`src/rtl/sar_link_pkg.sv`:
```
package sar_link_pkg;
  localparam int ADDR_LEN = 3;  // start bit + two address bits

  typedef enum logic [1:0] {ST_IDLE, ST_RUN, ST_GAP} link_st_e;
  typedef enum logic [1:0] {SLOT_ADDR, SLOT_NULL, SLOT_MSB, SLOT_LSB} slot_e;
endpackage

```
`src/rtl/sar_link_clkdiv.sv`:
```
module sar_link_clkdiv #(
  parameter int DIV_W = 12
) (
  input  logic             clk_i,
  input  logic             rst_ni,
  input  logic             start_i,
  input  logic             run_i,
  input  logic [DIV_W-1:0] half_i,
  output logic [DIV_W-1:0] half_o,
  output logic             tick_o
);
  localparam logic [DIV_W-1:0] ONE = {{(DIV_W-1){1'b0}}, 1'b1};

  logic [DIV_W-1:0] half_q, cnt_q, half_eff;

  assign half_eff = (half_i == '0) ? ONE : half_i;

  always_ff @(posedge clk_i or negedge rst_ni) begin
    if (!rst_ni) begin
      half_q <= ONE;
      cnt_q  <= '0;
    end else if (start_i) begin
      half_q <= half_eff;
      cnt_q  <= half_eff - ONE;
    end else if (run_i) begin
      if (cnt_q == '0) cnt_q <= half_q - ONE;
      else             cnt_q <= cnt_q - ONE;
    end
  end

  assign tick_o = run_i && !start_i && (cnt_q == '0);
  assign half_o = half_q;
endmodule

```
`src/rtl/sar_link_seq.sv`:
```
module sar_link_seq
  import sar_link_pkg::*;
#(
  parameter int DATA_W = 8,
  parameter int PER_W  = 5
) (
  input  logic  clk_i,
  input  logic  rst_ni,
  input  logic  req_i,
  input  logic  addr_single_i,
  input  logic  addr_odd_i,
  input  logic  fixed_chan_i,
  input  logic  tick_i,
  output logic  start_o,
  output logic  run_o,
  output logic  ready_o,
  output logic  busy_o,
  output logic  sel_no,
  output logic  sck_o,
  output logic  sdo_o,
  output logic  sdo_oe_o,
  output logic  sample_o,
  output slot_e slot_o,
  output logic  done_o,
  output logic  fixed_o
);
  localparam int FULL_PER  = ADDR_LEN + 1 + 2*DATA_W - 1;
  localparam int FIXED_PER = 1 + DATA_W;
  localparam logic [PER_W-1:0] FULL_LAST  = PER_W'(FULL_PER - 1);
  localparam logic [PER_W-1:0] FIXED_LAST = PER_W'(FIXED_PER - 1);
  localparam logic [PER_W-1:0] NULL_IDX   = PER_W'(ADDR_LEN);
  localparam logic [PER_W-1:0] LSB_LO     = PER_W'(ADDR_LEN + 1 + DATA_W);
  localparam logic [PER_W-1:0] ONE        = PER_W'(1);
  localparam logic [PER_W-1:0] TWO        = PER_W'(2);

  link_st_e         st_q;
  logic [PER_W-1:0] per_q, nxt_per, last_per;
  logic             sck_q, sel_nq, sdo_q, oe_q;
  logic             sgl_q, odd_q, fixed_q;
  logic             nxt_sdo, nxt_oe, at_last;

  assign start_o  = (st_q == ST_IDLE) && req_i;
  assign run_o    = (st_q != ST_IDLE);
  assign nxt_per  = per_q + ONE;
  assign last_per = fixed_q ? FIXED_LAST : FULL_LAST;
  assign at_last  = (per_q == last_per);

  // bit driven during the next period, set up on the falling edge
  always_comb begin
    nxt_sdo = 1'b0;
    nxt_oe  = 1'b0;
    if (!fixed_q && nxt_per < NULL_IDX) begin
      nxt_oe  = 1'b1;
      nxt_sdo = (nxt_per == ONE) ? sgl_q : (nxt_per == TWO) ? odd_q : 1'b0;
    end
  end

  always_comb begin
    if (fixed_q)                slot_o = (per_q == '0) ? SLOT_NULL : SLOT_MSB;
    else if (per_q < NULL_IDX)  slot_o = SLOT_ADDR;
    else if (per_q == NULL_IDX) slot_o = SLOT_NULL;
    else if (per_q < LSB_LO)    slot_o = SLOT_MSB;
    else                        slot_o = SLOT_LSB;
  end

  always_ff @(posedge clk_i or negedge rst_ni) begin
    if (!rst_ni) begin
      st_q    <= ST_IDLE;
      per_q   <= '0;
      sck_q   <= 1'b0;
      sel_nq  <= 1'b1;
      sdo_q   <= 1'b0;
      oe_q    <= 1'b0;
      sgl_q   <= 1'b0;
      odd_q   <= 1'b0;
      fixed_q <= 1'b0;
    end else begin
      unique case (st_q)
        ST_IDLE: if (req_i) begin
          st_q    <= ST_RUN;
          per_q   <= '0;
          sck_q   <= 1'b0;
          sel_nq  <= 1'b0;
          sdo_q   <= !fixed_chan_i;
          oe_q    <= !fixed_chan_i;
          sgl_q   <= addr_single_i;
          odd_q   <= addr_odd_i;
          fixed_q <= fixed_chan_i;
        end
        ST_RUN: if (tick_i) begin
          if (!sck_q) begin
            sck_q <= 1'b1;
          end else begin
            sck_q <= 1'b0;
            if (at_last) begin
              st_q   <= ST_GAP;
              sel_nq <= 1'b1;
              sdo_q  <= 1'b0;
              oe_q   <= 1'b0;
            end else begin
              per_q <= nxt_per;
              sdo_q <= nxt_sdo;
              oe_q  <= nxt_oe;
            end
          end
        end
        ST_GAP: if (tick_i) st_q <= ST_IDLE;
        default: st_q <= ST_IDLE;
      endcase
    end
  end

  assign sample_o = (st_q == ST_RUN) && tick_i && !sck_q;
  assign done_o   = (st_q == ST_RUN) && tick_i && sck_q && at_last;
  assign ready_o  = (st_q == ST_IDLE);
  assign busy_o   = (st_q == ST_RUN);
  assign sel_no   = sel_nq;
  assign sck_o    = sck_q;
  assign sdo_o    = sdo_q;
  assign sdo_oe_o = oe_q;
  assign fixed_o  = fixed_q;
endmodule

```
`src/rtl/sar_link_capture.sv`:
```
module sar_link_capture
  import sar_link_pkg::*;
#(
  parameter int DATA_W = 8
) (
  input  logic              clk_i,
  input  logic              rst_ni,
  input  logic              start_i,
  input  logic              sample_i,
  input  slot_e             slot_i,
  input  logic              sdi_i,
  input  logic              done_i,
  input  logic              fixed_i,
  output logic [DATA_W-1:0] result_o,
  output logic              mismatch_o,
  output logic              valid_o
);
  logic [DATA_W-1:0] msb_q, lsb_q;

  always_ff @(posedge clk_i or negedge rst_ni) begin
    if (!rst_ni) begin
      msb_q <= '0;
      lsb_q <= '0;
    end else if (start_i) begin
      msb_q <= '0;
      lsb_q <= '0;
    end else if (sample_i) begin
      if (slot_i == SLOT_MSB) msb_q <= {msb_q[DATA_W-2:0], sdi_i};
      if (slot_i == SLOT_LSB) lsb_q <= {sdi_i, lsb_q[DATA_W-1:1]};
    end
  end

  // bit 0 is the turnaround bit shared by both streams
  always_ff @(posedge clk_i or negedge rst_ni) begin
    if (!rst_ni) begin
      result_o   <= '0;
      mismatch_o <= 1'b0;
      valid_o    <= 1'b0;
    end else begin
      valid_o <= done_i;
      if (done_i) begin
        result_o   <= msb_q;
        mismatch_o <= !fixed_i && (lsb_q[DATA_W-1:1] != msb_q[DATA_W-1:1]);
      end
    end
  end
endmodule

```
`src/rtl/sar_link_host.sv`:
```
module sar_link_host
  import sar_link_pkg::*;
#(
  parameter int DATA_W = 8,
  parameter int DIV_W  = 12
) (
  input  logic              clk_i,
  input  logic              rst_ni,
  input  logic              req_i,
  input  logic              addr_single_i,
  input  logic              addr_odd_i,
  input  logic              fixed_chan_i,
  input  logic [DIV_W-1:0]  half_period_i,
  output logic              ready_o,
  output logic              busy_o,
  output logic              adc_sel_no,
  output logic              sck_o,
  output logic              sdo_o,
  output logic              sdo_oe_o,
  input  logic              sdi_i,
  output logic [DATA_W-1:0] result_o,
  output logic              mismatch_o,
  output logic              valid_o
);
  localparam int PER_W = $clog2(2*DATA_W + 4);

  logic             start, run, tick, sample, done, fixed_q;
  logic [DIV_W-1:0] half_q;
  slot_e            slot;

  sar_link_clkdiv #(.DIV_W(DIV_W)) i_clkdiv (
    .clk_i   (clk_i),
    .rst_ni  (rst_ni),
    .start_i (start),
    .run_i   (run),
    .half_i  (half_period_i),
    .half_o  (half_q),
    .tick_o  (tick)
  );

  sar_link_seq #(.DATA_W(DATA_W), .PER_W(PER_W)) i_seq (
    .clk_i         (clk_i),
    .rst_ni        (rst_ni),
    .req_i         (req_i),
    .addr_single_i (addr_single_i),
    .addr_odd_i    (addr_odd_i),
    .fixed_chan_i  (fixed_chan_i),
    .tick_i        (tick),
    .start_o       (start),
    .run_o         (run),
    .ready_o       (ready_o),
    .busy_o        (busy_o),
    .sel_no        (adc_sel_no),
    .sck_o         (sck_o),
    .sdo_o         (sdo_o),
    .sdo_oe_o      (sdo_oe_o),
    .sample_o      (sample),
    .slot_o        (slot),
    .done_o        (done),
    .fixed_o       (fixed_q)
  );

  sar_link_capture #(.DATA_W(DATA_W)) i_capture (
    .clk_i      (clk_i),
    .rst_ni     (rst_ni),
    .start_i    (start),
    .sample_i   (sample),
    .slot_i     (slot),
    .sdi_i      (sdi_i),
    .done_i     (done),
    .fixed_i    (fixed_q),
    .result_o   (result_o),
    .mismatch_o (mismatch_o),
    .valid_o    (valid_o)
  );
endmodule

```
`config.mk`:
```
export PLATFORM = sky130hd
export DESIGN_NAME = sar_link_host
export DESIGN_NICKNAME = d
export VERILOG_FILES = /design/src/rtl/sar_link_pkg.sv /design/src/rtl/sar_link_clkdiv.sv /design/src/rtl/sar_link_seq.sv /design/src/rtl/sar_link_capture.sv /design/src/rtl/sar_link_host.sv
export SDC_FILE = /design/constraint.sdc
export NUM_CORES = 1
export LEC_CHECK = 0
export ABC_CLOCK_PERIOD_IN_PS = 8400
export BUFFER_PORTS_ARGS = -buffer_cell sky130_fd_sc_hd__clkbuf_2
export CELL_PAD_IN_SITES_DETAIL_PLACEMENT = 0
export CELL_PAD_IN_SITES_GLOBAL_PLACEMENT = 1
export CORE_MARGIN = 2
export CORE_UTILIZATION = 30
export DETAILED_ROUTE_END_ITERATION = 12
export HOLD_SLACK_MARGIN = 0.1
export PLACE_DENSITY_LB_ADDON = 0.1
export SYNTH_ARGS = -nofsm -noshare
export SYNTH_HDL_FRONTEND = slang
export SYNTH_SLANG_ARGS = --single-unit
```
`constraint.sdc`:
```
create_clock -name clk_i -period 8.4 [get_ports clk_i]
set_clock_uncertainty 0.1 [all_clocks]
set_input_delay 1.68 -clock clk_i [delete_from_list [all_inputs] [get_ports clk_i]]
set_output_delay 1.68 -clock clk_i [all_outputs]
set_load 0.005 [all_outputs]
```
==> flow_summary.yaml, run 1 <==
setup_path:
  r2r-start: "i_clkdiv.cnt_q[9]"
  crit_slowest_cell: "or4_4"
  critPathCapture: "i_clkdiv.cnt_q[11]"
  r2r_cells: 5
  required_ns: 8.57
  path_class: "input port to flip-flop"
  critical_path.endpoint_type: "flip-flop"
  crit_path_cell_trace: "clkbuf_2 -> or3b_1 -> buf_4 -> mux2_2 -> o41ai_1 -> or4_4 -> or4_1 -> a31oi_1"
  start_kind: "input port"
  path_max_fanout: 25
  arrival_ns: 4.01
  cpPeakStageDelay_ns: 0.57
  reg2reg_slack_ns: 5.11
  r2r_end: "i_capture.result_o[7]"
  setup.worst_path.start: "req_i"
floorplan:
  die_area_mm2: 0.0117
  die_h_um: 108
  ioPinCount: 35
  die_w_um: 108
  num_rows: 38
  core-area_mm2: 0.0107
  start_util_pct: 30.5
timing:
  max_clock_freq_ghz: 0.260
  worst_slack_ns: 4.56
  tns_ns: 0
  fin_crit_sh_pct: 45.8
  setup_viol: 0
  period_needed_ns: 3.84
  drv_slew: 0
  worstMarginPinSlew_ns: 0.834
  rsz0062_at_grt: "false"
  hold_violations: 0
  slew_headroom_pct: 44.4
cts:
  cts_inserted_buffers: 9
  clk_pin_slew_worst_paths_ns: 0.08
  h-tree-depth: 3
  ctsHoldBuffers: 0
  clock-root-buffer: "clkbuf_8"
  post_cts_resize_count: 0
  cts_max_path_buffers: 2
  cts_setup_buffers: 0
  cts_tree: "done"
  clock_sinks: 63
  clock_latency_ns: 0.34
yosys:
  yosys_register_bits: 63
  yosys_most_used_dff: "dfrtp_1"
  syn_inst: 351
  syn_nets: 374
  syn-cell-area_mm2: 0.00326
  ys_seq_area_share_pct: 48.5
  synthArstFlopShare_pct: 100
  synth_cell_types: 51
  avgSynthCellArea_um2: 9.28
  yosysWarnings: 0
  synth-edff-count: 0
pwr:
  report.power.total_w: 0.00125
  p_per_area_mw_per_mm2: 330
  irDropWorstVdd_mv: 0.0958
  leakagePower_nw: 1.84
finish:
  nFillCells: 1091
  syn_to_final_growth_pct: 16.3
  antennaDiodeCount: 0
  stdcell_area_mm2: 0.00379
  nets: 407
  stdcell_count: 529
  regArea_mm2: 0.00158
  drive_above_1_share_pct: 17.7
  multi_input_area_mm2: 0.00159
placed_design:
  dp_hpwl_um: 5590
  dp_cells: 513
  port-buffer-count: 34
  place_ws_ns: 4.19
  gp_congestion: 0.786
  place_area_mm2: 0.00356
worst_hold_path:
  hold_path_class: "flip-flop to flip-flop"
  hold_start: "i_clkdiv.half_o[8]"
global_routing:
  grt_start_max_net_pins: 64
  overflow: 0
  grt_pass1_vias: 2714
  grt_pass1_wl_um: 14100
  grt_usage_pct: 15.7
  antenna_found_initial: 0
routing:
  antenna_left: 0
  dr.pass1.iters: 4
  dr.first_iter.drc_count: 115
  route.detailed.drc: 0
  routed_wl_um: 8110
  vias: 2626
  vias_per_cell: 4.96
  wl_per_cell_um: 15.3
run:
  cap_violations: 0
status:
  outcome: "finished clean"
cell type report:
class | count | share of cell area [%]
Timing Repair Buffer | 38 | 5.28
Clock inverter | 7 | 2.71
Tap cell | 140 | 4.62
Sequential cell | 63 | 41.7
Inverter | 5 | 0.495
Multi-Input combinational cell | 267 | 41.9
Clock buffer | 9 | 3.27
metrics by stage:
step / hold WS, ns / util, %
after detailed placement: 0.357 / 33.3
after global routing: 0.412 / 35.4
after global placement: 0.357 / 33.3
after floorplan: 0.332 / -
final: 0.375 / 35.4
after CTS: 0.377 / 35.4
critical path, delay by kind of cell:
| family | cells | cell delay, ns |
|---|---|---|
| simple gates | 3 | 1.44 |
| buf+inv | 2 | 0.35 |
| compound gates | 2 | 0.27 |
| mux | 1 | 0.25 |
report_power, final:
group	total (W)	internal (W)	leakage (nW)	switching, W
sequential	0.000544	0.000419	0.773	0.000125
combinational	0.000397	0.000180	0.957	0.000216
clock	0.000309	0.000171	0.111	0.000138
total	0.00125	0.000770	1.84	0.000480
cell families after synthesis:
kind of cell / synth area share [%]
AND/OR/NAND/NOR: 23.3
AO/OA/AOI/OAI: 12.5
flip-flops: 48.5
multiplexers: 8.06
buffers and inverters: 2.92
XOR/XNOR: 3.23
adder cells (fa/ha/maj): 1.54
registers in the layout, indices dropped and copies added, names as in the netlist:
register,count
i_capture.lsb_q,7
i_capture.result_o,8
i_seq.sel_no,1
i_seq.sdo_oe_o,1
i_seq.odd_q,1
i_seq.sgl_q,1
i_seq.st_q,2
i_seq.per_q,5
i_seq.fixed_o,1
i_capture.msb_q,8
i_capture.valid_o,1
i_seq.sck_o,1
i_clkdiv.cnt_q,12
i_clkdiv.half_o,12
i_capture.mismatch_o,1
i_seq.sdo_o,1
worst min-delay path by stage:
| stage | endpoint | slack [ns] | cells after the start |
|---|---|---|---|
| 2_1_floorplan | i_clkdiv.half_o[1] | 0.33 | 2 |
| 3_3_place_gp | i_clkdiv.half_o[1] | 0.36 | 2 |
| 3_5_place_dp | i_clkdiv.half_o[1] | 0.36 | 2 |
| 4_1_cts | i_clkdiv.half_o[1] | 0.38 | 2 |
| 5_1_grt | i_clkdiv.half_o[8] | 0.41 | 2 |
| 6_report | i_clkdiv.half_o[8] | 0.37 | 2 |
Yosys cell counts (2+ instances only):
cell	instances	area (um2)
o21ai_1	5	25.0
nand4_1	5	31.3
mux2_1	6	67.6
a21oi_1	19	95.1
inv_1	4	15.0
mux2i_1	15	150
a31oi_1	6	37.5
ha_1	4	50.1
nor4_1	7	43.8
o211ai_1	3	22.5
a21o_1	2	15.0
nand2_1	61	229
mux2_2	4	45.0
dfstp_2	2	52.6
o31ai_1	4	30.0
buf_1	4	15.0
nand2b_1	2	12.5
or4_1	3	22.5
o211ai_2	2	25.0
nor3_1	8	40.0
nor2_1	47	176
nand3b_1	3	22.5
dfrtp_1	61	1530
xor2_1	4	35.0
xnor2_1	8	70.1
o21ai_0	14	70.1
or3_1	5	31.3
nand3_1	7	35.0
buf_6	2	22.5
o21a_1	4	30.0
nor4bb_1	2	20.0
clkbuf_1	9	33.8
layout by cell type (no fill, tap or decap), types with 5 or more instances in the layout:
master	instances
nor2_1	47
or3_1	5
nor4_1	7
nor3_1	8
clkbuf_2	33
o21ai_1	5
a31oi_1	6
dfrtp_1	61
a21oi_1	19
nand2_1	61
mux2i_1	15
mux2_1	6
nand4_1	5
nand3_1	7
xnor2_1	8
clkbuf_8	9
o21ai_0	14
layer usage:
layer	GRT usage [%]	up-vias	wire length (um)
met4	4.58	0	70
met5	0	-	0
met2	25.2	42	3880
li1	-	1305	-
met1	21.1	1273	3940
met3	3.68	6	220
(Power assumes the default switching activity.)
==> run 2: changes to the inputs <==
--- a/config.mk
+++ b/config.mk
@@ -5,7 +5,7 @@
 export SDC_FILE = /design/constraint.sdc
 export NUM_CORES = 1
 export LEC_CHECK = 0
-export ABC_CLOCK_PERIOD_IN_PS = 8400
+export ABC_CLOCK_PERIOD_IN_PS = 3700
 export BUFFER_PORTS_ARGS = -buffer_cell sky130_fd_sc_hd__clkbuf_2
 export CELL_PAD_IN_SITES_DETAIL_PLACEMENT = 0
 export CELL_PAD_IN_SITES_GLOBAL_PLACEMENT = 1
==> constraint.sdc (replaced) <==
create_clock -name clk_i -period 3.7 [get_ports clk_i]
set_clock_uncertainty 0.1 [all_clocks]
set_input_delay 0.74 -clock clk_i [delete_from_list [all_inputs] [get_ports clk_i]]
set_output_delay 0.74 -clock clk_i [all_outputs]
set_load 0.005 [all_outputs]
==> flow_summary.yaml, run 2 (synthesis gave the netlist of run 1 again) <==
routing:
  routed.top_layer: "met4"
  wl_met2_um: 3910
  wl_met1_um: 4050
  vias: 2655
  dr.first_iter.drc_count: 105
  routed_wl_um: 8370
  dr.pass1.iters: 4
  antenna_left: 0
  route.detailed.drc: 0
  vias_per_cell: 4.95
  wl_met3_um: 244
  wl_per_cell_um: 15.6
floorplan:
  num_rows: 38
  die_h_um: 108
  start_util_pct: 30.5
  ioPinCount: 35
  die_area_mm2: 0.0117
  die_w_um: 108
  core-area_mm2: 0.0107
global_routing:
  grt_pass1_wl_um: 14000
  grt_start_max_net_pins: 34
  grt_pass1_vias: 2708
  overflow: 0
  antenna_found_initial: 0
  grt_usage_pct: 15.8
setup_path:
  arrival_ns: 3.21
  critical_path.endpoint_type: "flip-flop"
  start_kind: "input port"
  path_class: "input port to flip-flop"
  path_max_fanout: 15
  required_ns: 3.87
  r2r_cells: 6
  setup.worst_path.start: "req_i"
  r2r-start: "i_seq.st_q[1]"
placed_design:
  port-buffer-count: 34
  dp_hpwl_um: 5920
  gp_congestion: 0.765
finish:
  final_cell_mix: "nand2_1 (61), dfrtp_1 (61), nor2_1 (47)"
  drive_above_1_share_pct: 19.2
  regArea_mm2: 0.00158
  antennaDiodeCount: 0
  nets: 414
  multi_input_area_mm2: 0.00159
  nFillCells: 1123
  syn_to_final_growth_pct: 17.7
timing:
  max_clock_freq_ghz: 0.329
  hold_violations: 0
  period_needed_ns: 3.04
  fin_crit_sh_pct: 82.1
  drv_slew: 0
  tns_ns: 0
  rsz0062_at_grt: "false"
  setup_viol: 0
  holdWs_ns: 0.365
  slew_headroom_pct: 45.8
  worstMarginPinSlew_ns: 0.814
cts:
  h-tree-depth: 3
  clock_sinks: 63
  cts_tree: "done"
  clock_latency_ns: 0.34
  clk_pin_slew_worst_paths_ns: 0.07
  cts_max_path_buffers: 2
  cts_setup_buffers: 0
  ctsHoldBuffers: 0
  post_cts_resize_count: 0
  clock-root-buffer: "clkbuf_8"
  cts_inserted_buffers: 9
pwr:
  irDropWorstVdd_mv: 0.214
  p_per_area_mw_per_mm2: 727
  leakagePower_nw: 1.87
run:
  cap_violations: 0
worst_hold_path:
  hold_start: "i_clkdiv.half_o[8]"
  hold_path_class: "flip-flop to flip-flop"
  whs_path_depth: 2
status:
  outcome: "finished clean"
==> run 2: critical path, cell delays in order <==
cell and delay [ns]:
clkbuf_2 0.11, or3b_1 0.63, mux2_2 0.32, o41ai_1 0.11, or4_4 0.58, or4_1 0.53, a31oi_1 0.18
==> run 2: metrics by stage <==
| stage | std cells | area (um2) | power, W | util, % | setup WS [ns] |
|---|---|---|---|---|---|
| 6_report | 536 | 3830 | 0.00279 | 35.8 | 0.661 |
| 4_1_cts | 536 | 3830 | 0.00283 | 35.8 | 0.661 |
| 2_1_floorplan | 351 | 3260 | 0.00188 | - | 0.768 |
| 5_1_grt | 536 | 3830 | 0.00305 | 35.8 | 0.457 |
| 3_3_place_gp | 520 | 3630 | 0.00218 | 33.9 | 0.333 |
| 3_5_place_dp | 520 | 3630 | 0.00218 | 33.9 | 0.305 |
==> run 2: area by class of cell <==
type	count	area share (%)
flip-flops and latches	63	41.2
inverters	5	0.489
well taps	140	4.57
repair buffers	45	6.92
clock buffers	11	3.95
clock inverters	5	1.47
multi-input cells	267	41.4
==> run 2: worst paths after layout <==
check / to / slack, ns
worst max-delay path: i_clkdiv.cnt_q[10] / 0.66
worst min-delay path: i_clkdiv.half_o[8] / 0.36
worst max register to register: i_clkdiv.cnt_q[10] / 0.67
worst min register to register: i_clkdiv.half_o[8] / 0.36
max in group asynchronous: i_clkdiv.half_o[0] / 2.40
min in group asynchronous: i_seq.per_q[0] / 0.38
==> run 2: power by group <==
part | total, W | switching (W) | leakage, nW | internal, W
Sequential | 0.00123 | 0.000279 | 0.773 | 0.000952
Combinational | 0.000932 | 0.000507 | 0.993 | 0.000425
Clock | 0.000626 | 0.000279 | 0.105 | 0.000346
Total | 0.00279 | 0.00107 | 1.87 | 0.00172
==> run 2: per-layer routing <==
metal / vias to the layer above / GRT usage (%)
li1: 1325 / -
met1: 1272 / 20.7
met2: 45 / 25.5
met3: 13 / 3.56
met4: 0 / 6.23
met5: - / 0
